===== src/rtl/dls_pkg.sv =====
package dls_pkg;
    typedef enum logic [1:0] {
        ST_WAIT  = 2'd0,
        ST_SHIFT = 2'd1,
        ST_LOAD  = 2'd2
    } ctl_state_t;
endpackage


===== src/rtl/dls_rise_det.sv =====
module dls_rise_det (
    input  logic clk,
    input  logic rst,
    input  logic d,
    output logic rise
);
    logic d_prev;

    always_ff @(posedge clk) begin
        d_prev <= d;
    end

    assign rise = d & ~d_prev & ~rst;
endmodule


===== src/rtl/dls_shift_chain.sv =====
module dls_shift_chain #(
    parameter int W = 25
) (
    input  logic         clk,
    input  logic         rst,
    input  logic         shift,
    input  logic         din,
    output logic [W-1:0] q
);
    always_ff @(posedge clk) begin
        if (rst)
            q <= '0;
        else if (shift)
            q <= {q[W-2:0], din};
    end
endmodule


===== src/rtl/dls_hold_bank.sv =====
module dls_hold_bank #(
    parameter int W  = 24,
    parameter int NB = 2,
    localparam int SEL_W = (NB > 1) ? $clog2(NB) : 1
) (
    input  logic                clk,
    input  logic                rst,
    input  logic                load,
    input  logic [SEL_W-1:0]    sel,
    input  logic [W-1:0]        din,
    output logic [NB-1:0][W-1:0] q
);
    for (genvar b = 0; b < NB; b++) begin : g_bank
        always_ff @(posedge clk) begin
            if (rst)
                q[b] <= '0;
            else if (load && (sel == SEL_W'(b)))
                q[b] <= din;
        end
    end
endmodule


===== src/rtl/dual_latch_shifter.sv =====
module dual_latch_shifter
    import dls_pkg::*;
#(
    parameter int CHAN_W = 24
) (
    input  logic              clk,
    input  logic              rst,
    input  logic              sin,
    input  logic              sclk,
    input  logic              lat,
    output logic              sout,
    output logic [CHAN_W-1:0] chan_en,
    output logic [CHAN_W-1:0] ctrl_q
);
    localparam int SR_W = CHAN_W + 1;
    localparam int NB   = 2;

    ctl_state_t state, state_nx;
    logic sclk_rise, lat_rise;
    logic shift_go, load_go;
    logic [SR_W-1:0] shreg;
    logic [NB-1:0][CHAN_W-1:0] banks;

    dls_rise_det u_sclk_det (.clk(clk), .rst(rst), .d(sclk), .rise(sclk_rise));
    dls_rise_det u_lat_det  (.clk(clk), .rst(rst), .d(lat),  .rise(lat_rise));

    // State register
    always_ff @(posedge clk) begin
        if (rst)
            state <= ST_WAIT;
        else
            state <= state_nx;
    end

    // Next-state logic: strobe has priority over shift clock
    always_comb begin
        state_nx = ST_WAIT;
        unique case (state)
            ST_WAIT, ST_SHIFT, ST_LOAD: begin
                if (lat_rise)
                    state_nx = ST_LOAD;
                else if (sclk_rise)
                    state_nx = ST_SHIFT;
                else
                    state_nx = ST_WAIT;
            end
            default: state_nx = ST_WAIT;
        endcase
    end

    // Output decode of the controller
    always_comb begin
        shift_go = 1'b0;
        load_go  = 1'b0;
        unique case (state)
            ST_WAIT:  ;
            ST_SHIFT: shift_go = 1'b1;
            ST_LOAD:  load_go  = 1'b1;
            default:  ;
        endcase
    end

    dls_shift_chain #(.W(SR_W)) u_chain (
        .clk(clk), .rst(rst), .shift(shift_go), .din(sin), .q(shreg)
    );

    dls_hold_bank #(.W(CHAN_W), .NB(NB)) u_banks (
        .clk(clk), .rst(rst), .load(load_go),
        .sel(shreg[SR_W-1]), .din(shreg[CHAN_W-1:0]), .q(banks)
    );

    assign chan_en = banks[0];
    assign ctrl_q  = banks[1];
    assign sout    = shreg[SR_W-1];

    // reset clears all storage
    a_r1_reset_clear: assert property (@(posedge clk)
        rst |=> (shreg == '0 && chan_en == '0 && ctrl_q == '0));

    // one shift moves the chain up and inserts sin
    a_r2_shift_step: assert property (@(posedge clk) disable iff (rst)
        shift_go |=> (shreg == {$past(shreg[SR_W-2:0]), $past(sin)}));

    // flag 0 writes channel enables only
    a_r4_load_enable: assert property (@(posedge clk) disable iff (rst)
        (load_go && !shreg[SR_W-1]) |=>
            (chan_en == $past(shreg[CHAN_W-1:0])) && $stable(ctrl_q));

    // flag 1 writes configuration only
    a_r5_load_config: assert property (@(posedge clk) disable iff (rst)
        (load_go && shreg[SR_W-1]) |=>
            (ctrl_q == $past(shreg[CHAN_W-1:0])) && $stable(chan_en));

    // without a transfer both holding registers stay put
    a_r6_hold_quiet: assert property (@(posedge clk) disable iff (rst)
        !load_go |=> ($stable(chan_en) && $stable(ctrl_q)));

    // a transfer cycle never shifts
    a_r7_load_no_shift: assert property (@(posedge clk) disable iff (rst)
        load_go |=> $stable(shreg));
endmodule


===== config.mk =====
export PLATFORM = sky130hd
export DESIGN_NAME = dual_latch_shifter
export DESIGN_NICKNAME = d
export VERILOG_FILES = /design/src/rtl/dls_pkg.sv /design/src/rtl/dls_rise_det.sv /design/src/rtl/dls_shift_chain.sv /design/src/rtl/dls_hold_bank.sv /design/src/rtl/dual_latch_shifter.sv
export SDC_FILE = /design/constraint.sdc
export NUM_CORES = 1
export LEC_CHECK = 0
export ABC_CLOCK_PERIOD_IN_PS = 1400
export BUFFER_PORTS_ARGS = -buffer_cell sky130_fd_sc_hd__buf_4
export CORE_ASPECT_RATIO = 0.9
export CORE_UTILIZATION = 55
export DETAILED_ROUTE_END_ITERATION = 10
export PLACE_DENSITY = 0.77
export SYNTH_ARGS = -nofsm -noshare
export SYNTH_HDL_FRONTEND = slang
export SYNTH_HIERARCHICAL = 1
export SYNTH_SLANG_ARGS = --single-unit

===== constraint.sdc =====
create_clock -name clk -period 1.4 [get_ports clk]
set_clock_uncertainty 0.05 [all_clocks]
set_input_delay 0.07 -clock clk [delete_from_list [all_inputs] [get_ports clk]]
set_output_delay 0.07 -clock clk [all_outputs]
set_load 0.01 [all_outputs]

* Word-level counts from Yosys, hierarchy flattened
Cells that the tools add are included. W data, S select, Z words.
Word-level totals: flip-flop bits (word level) 77, input bits 5, output and inout port bits 49, word-level logic and storage cells 28
Operators by class: equal/unequal tests 2, multiplexer cells 4, bitwise logic cells 9, reductions and logical operators 6
Operator list (count):
- $reduce_or A3 Y1 | 2
- $not A1 Y1 | 5
- $and A1 B1 Y1 | 4
- $mux W1 | 3
- $eq A2 B1 Y1 const B | 1
- $eq A2 B2 Y1 const B | 1
- $logic_and A1 B1 Y1 | 2
- $logic_not A2 Y1 | 1
- $mux W2 | 1
- $reduce_or A2 Y1 | 1

* Longest topological paths before layout
Gate-level depths: netlist of run 1.
word-level depth 5, depth in mapped cells 5, depth with buffers taken out 3

* By module
Netlist of run 1, hierarchy kept.
Modules (own cells, without submodules):
- dls_hold_bank | instances 1, cells an instance 186, area an instance 2010.7 sq um, seq. area each 960.9 sq um
- dls_shift_chain | instances 1, cells an instance 81, area an instance 909.6 sq um, seq. area each 500.5 sq um
- dual_latch_shifter | instances 1, cells an instance 7, area an instance 77.6 sq um, seq. area each 40.0 sq um
- dls_rise_det | instances 2, cells an instance 2, area an instance 32.5 sq um, seq. area each 20.0 sq um

* Least setup slack after synthesis of run 1
No wires, ideal clock.
kind register -> register, start reg state[1], end reg u_banks/q[0] (netlist bit), setup time 0.072 ns, arrival time 1.119 ns, data required time 1.278 ns, setup slack 0.159 ns, cell stages (with the launch flop) 6, path buffers 2, clock period less this slack 1.241 ns, cell sequence dfxtp_1 > nor2b_1 > nor2b_1 > buf_6 > buf_12 > mux2i_1
Between the ends: word-level cells in the longest chain between the ends 3
Ends and longest elaborated chain:
- start: declaration | line dual_latch_shifter.sv:18 | ctl_state_t state, state_nx;
- start signal: assignment | line dual_latch_shifter.sv:32 | state <= state_nx;
- $eq A2 B2 Y1 | line dual_latch_shifter.sv:55 | unique case (state)
- $mux W1 | line dual_latch_shifter.sv:55
- net load_go | line dual_latch_shifter.sv:20 | logic shift_go, load_go;
- $logic_and A1 B1 Y1 | line dls_hold_bank.sv:17 | else if (load && (sel == SEL_W'(b)))
- end signal: indexed assignment | line dls_hold_bank.sv:18 | q[b] <= din;
- end: declaration | line dls_hold_bank.sv:11 | output logic [NB-1:0][W-1:0] q
The timed path passes the listed nets, and every way through them passes these cells. A chain may end at the register's enable or synchronous reset.

* Worst setup path after layout of run 1
start reg state[1], end reg u_banks/q[38] (netlist bit)
Same word-level chain as after synthesis.

==> results of run 1 <==
-- cell usage after synthesis (all sizes together) --
| cell | n |
|---|---|
| clkbuf | 8 |
| a21oi | 1 |
| nor3b | 2 |
| nand2 | 1 |
| buf | 12 |
| nand2b | 73 |
| and2 | 2 |
| nor2b | 2 |
| and2b | 1 |
| and3b | 1 |
| mux2i | 73 |
| nor2 | 25 |
| dfxtp | 77 |
-- how the worst min path moves through the flow --
stage                     start          endpoint  slack (ns)  cells after the start
after global placement      lat  u_lat_det/d_prev        0.13                      1
after CTS                   rst     u_chain/q[15]        0.07                      3
final                       rst     u_chain/q[21]        0.08                      3
after floorplan             lat  u_lat_det/d_prev        0.05                      0
after detailed placement    lat  u_lat_det/d_prev        0.13                      1
after global routing        rst     u_chain/q[17]        0.08                      3
-- worst register-to-register path, stage by stage (launching register included) --
cell and delay, ns:
dfxtp_1 0.33, nor2b_2 0.16, buf_4 0.13, nand2_1 0.09, buf_4 0.23, mux2i_1 0.22
-- flip-flops by register name (all words and copies together) (netlist names) --
name and flops:
state 2, u_banks/q 48, u_chain/q 25, u_lat_det/d_prev 1, u_sclk_det/d_prev 1
-- routing by layer --
metal	track usage (%)	part of all wire (%)	wire [µm]
met3	8.63	5.1	253
met1	23.9	49	2460
met2	28.5	45	2220
met4	6.15	0.75	37
met5	0	0	0
-- layout make-up --
cell class	count	area [µm²]	area share, %
Clock buffer	11	151	4.02
Clock inverter	5	81.3	2.16
Multi-Input combinational cell	181	1370	36.3
Sequential cell	77	1540	40.9
Tap cell	67	83.8	2.22
Timing Repair Buffer	64	542	14.4
-- metrics by stage --
stage | instances | utilization, % | worst slack [ns]
floorplan | 278 | - | 0.159
global placement | 386 | 65.7 | 0.146
detailed placement | 386 | 65.7 | 0.0900
CTS | 405 | 70.7 | 0.0649
global route | 405 | 70.9 | 0.0305
finish | 405 | 70.9 | 0.125
-- timing repair --
action,4_1_cts,5_1_grt
resized for setup,0,3
endpoints found under the setup margin,0,9
hold buffers,3,0
hold endpoints to repair,3,0
-- power by group --
group | switching, mW | total, mW | leakage (nW) | internal, mW
logic | 0.0591 | 0.136 | 0.836 | 0.0772
clock network | 0.779 | 1.88 | 0.116 | 1.10
registers | 0.00299 | 2.20 | 0.621 | 2.19
-- logic make-up (layout without fill, tap and decap cells) --
group / count (synthesis) / count (layout)
AO/OA/AOI/OAI: 1 / 1
multiplexers: 73 / 73
flip-flops: 77 / 77
AND/OR/NAND/NOR: 107 / 107
buffers and inverters: 20 / 80
==> results.cfg, run 1 <==
[status]
status = completed

[final_layout]
mostFrequentLayoutCell = dfxtp_1
post-route-cell-area_um2 = 3770
syn_to_final_growth_pct = 23.1
final_nets = 338
drive_gt1_share_pct = 24.3
most-common-layout-cells = dfxtp_1 (77), nand2b_1 (73), mux2i_1 (73)
num_antenna_cells = 0
fillerInstances = 434

[critical_path]
critPathCapture = u_banks/q[38]
path_delay_family = buffers and inverters
crit_slowest_cell = dfxtp_1
reg2reg_slack_ns = 0.13
cp_cell_sequence = nor2b_2, buf_4, nand2_1, buf_4, mux2i_1
endpoint_kind = register
r2r_start = state[1]
critPathLaunchType = register
cp.required_ns = 1.62
path_buf_inv = 2
slowest_delay_ns = 0.33
crit_top_cell = buf_4
crit_cells = 5
critical_path_arrival_ns = 1.50
critPathKind = reg -> reg
crit_fanout = 9
reg2reg_depth = 5
worstReg2RegEnd = u_banks/q[38]
worstSetupStartpoint = state[1]

[cts]
clk_latency_ns = 0.34
clk_path_buf_depth = 2
postCtsSetupBuffers = 0
clk_pin_slew_ns = 0.08
cts_htree_levels = 3
cts_buffers = 9
cts.sinks = 77
cts_tree = built
cts_root_buffer = clkbuf_8

[global_routing]
grt_max_degree = 54
track_usage_pct = 18.9
grt_pass1_vias = 1845
antenna_found_initial = 0
overflow = 0
grt_pass1_wl_um = 8330

[yosys]
synth_cells = 278
synth_xor_area_share_pct = 0
syn_nets = 283
synth_fa_ha_area_share_pct = 0
synthDistinctLibCells = 16
synth_area_um2 = 3060
synthTopCellsByArea = dfxtp_1 (50%), mux2i_1 (24%), nand2b_1 (15%)
ys_seq_elements = 77
muxShareOfSynthArea_pct = 23.9
yosysSeqAreaShare_pct = 50.3
synth_top_family_by_area = multiplexers
yosys_warnings = 6
synth_top_area_cell = dfxtp_1
synth.top_cell.area_share_pct = 50.3
synth-compound-area-share_pct = 0.286
synth_simple_gate_area_share_pct = 20.3
syn_area_per_cell_um2 = 11.0

[timing]
holdWs_ns = 0.0762
fin_setup_tns_ns = 0
fin_crit_sh_pct = 91.0
rsz0062_at_grt = no
worstMarginPinSlew_ns = 0.366
slew_headroom_pct = 75.6
drv_slew = 0
hold_violations = 0
period_minus_slack_ns = 1.27
finalSetupViolations = 0
timing.fmax_ghz = 0.785

[power]
irDropWorstVdd_mv = 0.797
p_per_area_nw_per_um2 = 1120
p_total_mw = 4.22
leakage_nw = 1.57

[route]
route.detailed.drc = 0
routedWlPerCell_um = 12.3
detail-route-antenna-nets = 0
vias_per_cell = 4.86
dr.pass1.iters = 4
drt-initial-drc-count = 56
routed_wl_um = 4970
route.vias.total = 1967

[place]
gp_congestion = 0.729
portBuffers = 53
dp_hpwl_um = 3180
dpl-instance-area_um2 = 3500

[floorplan]
ios = 54
dieArea_um2 = 5870
floorplan.rows = 25
die_h_um = 72.8
core_um2 = 5320
die_x_um = 80.7
initial_core_util_pct = 57.6

[job]
drv_cap = 0

[worst_hold_path]
hold_path.class = in -> reg
No activity file was read; power rests on OpenSTA's default activity.
==> run 2, diff against run 1 <==
--- a/config.mk
+++ b/config.mk
@@ -5,12 +5,13 @@
 export SDC_FILE = /design/constraint.sdc
 export NUM_CORES = 1
 export LEC_CHECK = 0
-export ABC_CLOCK_PERIOD_IN_PS = 1400
+export ABC_CLOCK_PERIOD_IN_PS = 1300
 export BUFFER_PORTS_ARGS = -buffer_cell sky130_fd_sc_hd__buf_4
 export CORE_ASPECT_RATIO = 0.9
 export CORE_UTILIZATION = 55
 export DETAILED_ROUTE_END_ITERATION = 10
 export PLACE_DENSITY = 0.77
+export SLEW_MARGIN = 20
 export SYNTH_ARGS = -nofsm -noshare
 export SYNTH_HDL_FRONTEND = slang
 export SYNTH_HIERARCHICAL = 1
==> constraint.sdc (replaced) <==
create_clock -name clk -period 1.3 [get_ports clk]
set_clock_uncertainty 0.05 [all_clocks]
set_input_delay 0.26 -clock clk [delete_from_list [all_inputs] [get_ports clk]]
set_output_delay 0.26 -clock clk [all_outputs]
set_load 0.01 [all_outputs]
==> run 2 against run 1 <==
  * Die area is the same
  * Sequential share of layout area rose by 0.66 points
  * First-iteration DRC count increased by 14%
  * Via count decreased by 0.15%
  * Design area fell by 1.4%
  * Clock power down 20%
  * Largest cell class unchanged
  * Highest routed layer unchanged
==> results.cfg, run 2 (synthesis results as in run 1) <==
[final_layout]
reg_top3 = u_banks/q: 48 flops, u_chain/q: 25 flops, state: 2 flops
num_antenna_cells = 0
most-common-layout-cells = dfxtp_1 (75), nand2b_1 (73), mux2i_1 (73)
regArea_um2 = 1540
largest_reg_flops = 48
post-route-cell-area_um2 = 3720
mostFrequentLayoutCell = dfxtp_1
fin_util_pct = 69.9
final_nets = 339
fillerInstances = 440
instances_no_fill = 405
drive_gt1_share_pct = 24.6
syn_to_final_growth_pct = 21.3
multi_input_area_um2 = 1380
regMostFlops = u_banks/q

[power]
sw_frac_of_total_pct = 20.8
p_seq_share_pct = 59.0
p_int_mw = 3.18
p_comb_share_pct = 3.7
p_clk_share_pct = 37.3
leakage_nw = 1.55
irDropWorstVdd_mv = 0.748
p_per_area_nw_per_um2 = 1080
p_sw_mw = 0.834

[route]
detail-route-antenna-nets = 0
routedWlPerCell_um = 12.7
vias_per_cell = 4.85
route.detailed.drc = 0
drt-initial-drc-count = 64
dr.pass1.iters = 4
routed_wl_um = 5150
route.vias.total = 1964

[timing]
hold_violations = 0
worstMarginPinSlew_ns = 0.216
setup_slack_ns = 0.00283
drv_slew = 0
holdWs_ns = 0.119
finalSetupViolations = 0
timing.fmax_ghz = 0.771
period_minus_slack_ns = 1.30
slew_headroom_pct = 85.6
fin_crit_sh_pct = 99.8

[global_routing]
grt_pass1_vias = 1815
grt_max_degree = 47
grt_pass1_wl_um = 8330
overflow = 0
antenna_found_initial = 0
track_usage_pct = 19.0
busiest_layer = met2
grt.met1_usage_pct = 24.4
grt.met3_usage_pct = 7.50
grt_use_met2_pct = 28.7

[cts]
postCtsSetupBuffers = 0
cts_htree_levels = 3
cts.sinks = 77
clk_path_buf_depth = 2
cts_buffers = 9
clk_latency_ns = 0.34
cts_tree = built
cts_root_buffer = clkbuf_8
clk_pin_slew_ns = 0.07

[critical_path]
crit_fanout = 9
crit_slowest_cell = dfxtp_1
critPathKind = reg -> reg
path_buf_inv = 1
slowest_delay_ns = 0.43
path_delay_family = flip-flops
critPathLaunchType = register
cp.required_ns = 1.48
critical_path_arrival_ns = 1.48
endpoint_kind = register
cp_cell_sequence = and2b_2, buf_6, mux2i_1, nor2_1

[place]
portBuffers = 53
dp_hpwl_um = 3310
place_ws_ns = 0.0218
dpl-instance-area_um2 = 3500
gp_congestion = 0.737
dp.cells = 388

[status]
status = completed

[floorplan]
die_x_um = 80.7
ios = 54
core_um2 = 5320
floorplan.rows = 25
initial_core_util_pct = 57.6
dieArea_um2 = 5870
die_h_um = 72.8

[job]
drv_cap = 0

[worst_hold_path]
hold_path.class = in -> reg
==> run 2: stage by stage <==
stage	TNS, ns	power (mW)
finish	0	4.01
global route	-0.937	4.17
CTS	0	4.07
detailed placement	0	2.56
global placement	0	2.56
floorplan	0	2.54
==> run 2: worst register-to-register path: stages (launching register included) <==
cell and delay (ns):
dfxtp_1 0.43, and2b_2 0.24, buf_6 0.18, mux2i_1 0.24, nor2_1 0.06
==> run 2: repair_timing <==
item | 4_1_cts | 5_1_grt
resized for setup | 0 | 12
setup endpoints to repair | 0 | 48
endpoints found under the hold margin | 2 | 0
hold buffers | 2 | 0
==> run 2: power by group through the flow <==
stage                     Clock [mW]  Combinational, mW  Sequential, mW
after global routing            1.64              0.160            2.37
after floorplan                    0              0.116            2.42
after CTS                       1.56              0.147            2.37
after global placement             0              0.142            2.42
final                           1.50              0.149            2.37
after detailed placement           0              0.141            2.42
==> run 2: final timing paths <==
| check | start | endpoint | slack [ns] | cells after the start |
|---|---|---|---|---|
| worst max-delay path | state[0] | u_chain/q[19] | 0.003 | 4 |
| worst min-delay path | sin | u_chain/q[0] | 0.12 | 3 |
| worst max register to register | state[0] | u_chain/q[19] | 0.003 | 4 |
| worst min register to register | u_banks/q[46] | u_banks/q[46] | 0.42 | 2 |
==> run 2: final cells by class <==
type	instances	share of cell area [%]
flip-flops and latches	77	41.5
multi-input cells	181	37.0
clock inverters	2	0.269
well taps	67	2.26
clock buffers	13	4.01
repair buffers	65	14.9
==> run 2: layer usage <==
layer | share of wire, % | vias up
met5 | 0 | -
met4 | 1.3 | 0
met3 | 5.4 | 8
met2 | 45 | 46
met1 | 49 | 896
li1 | - | 1014
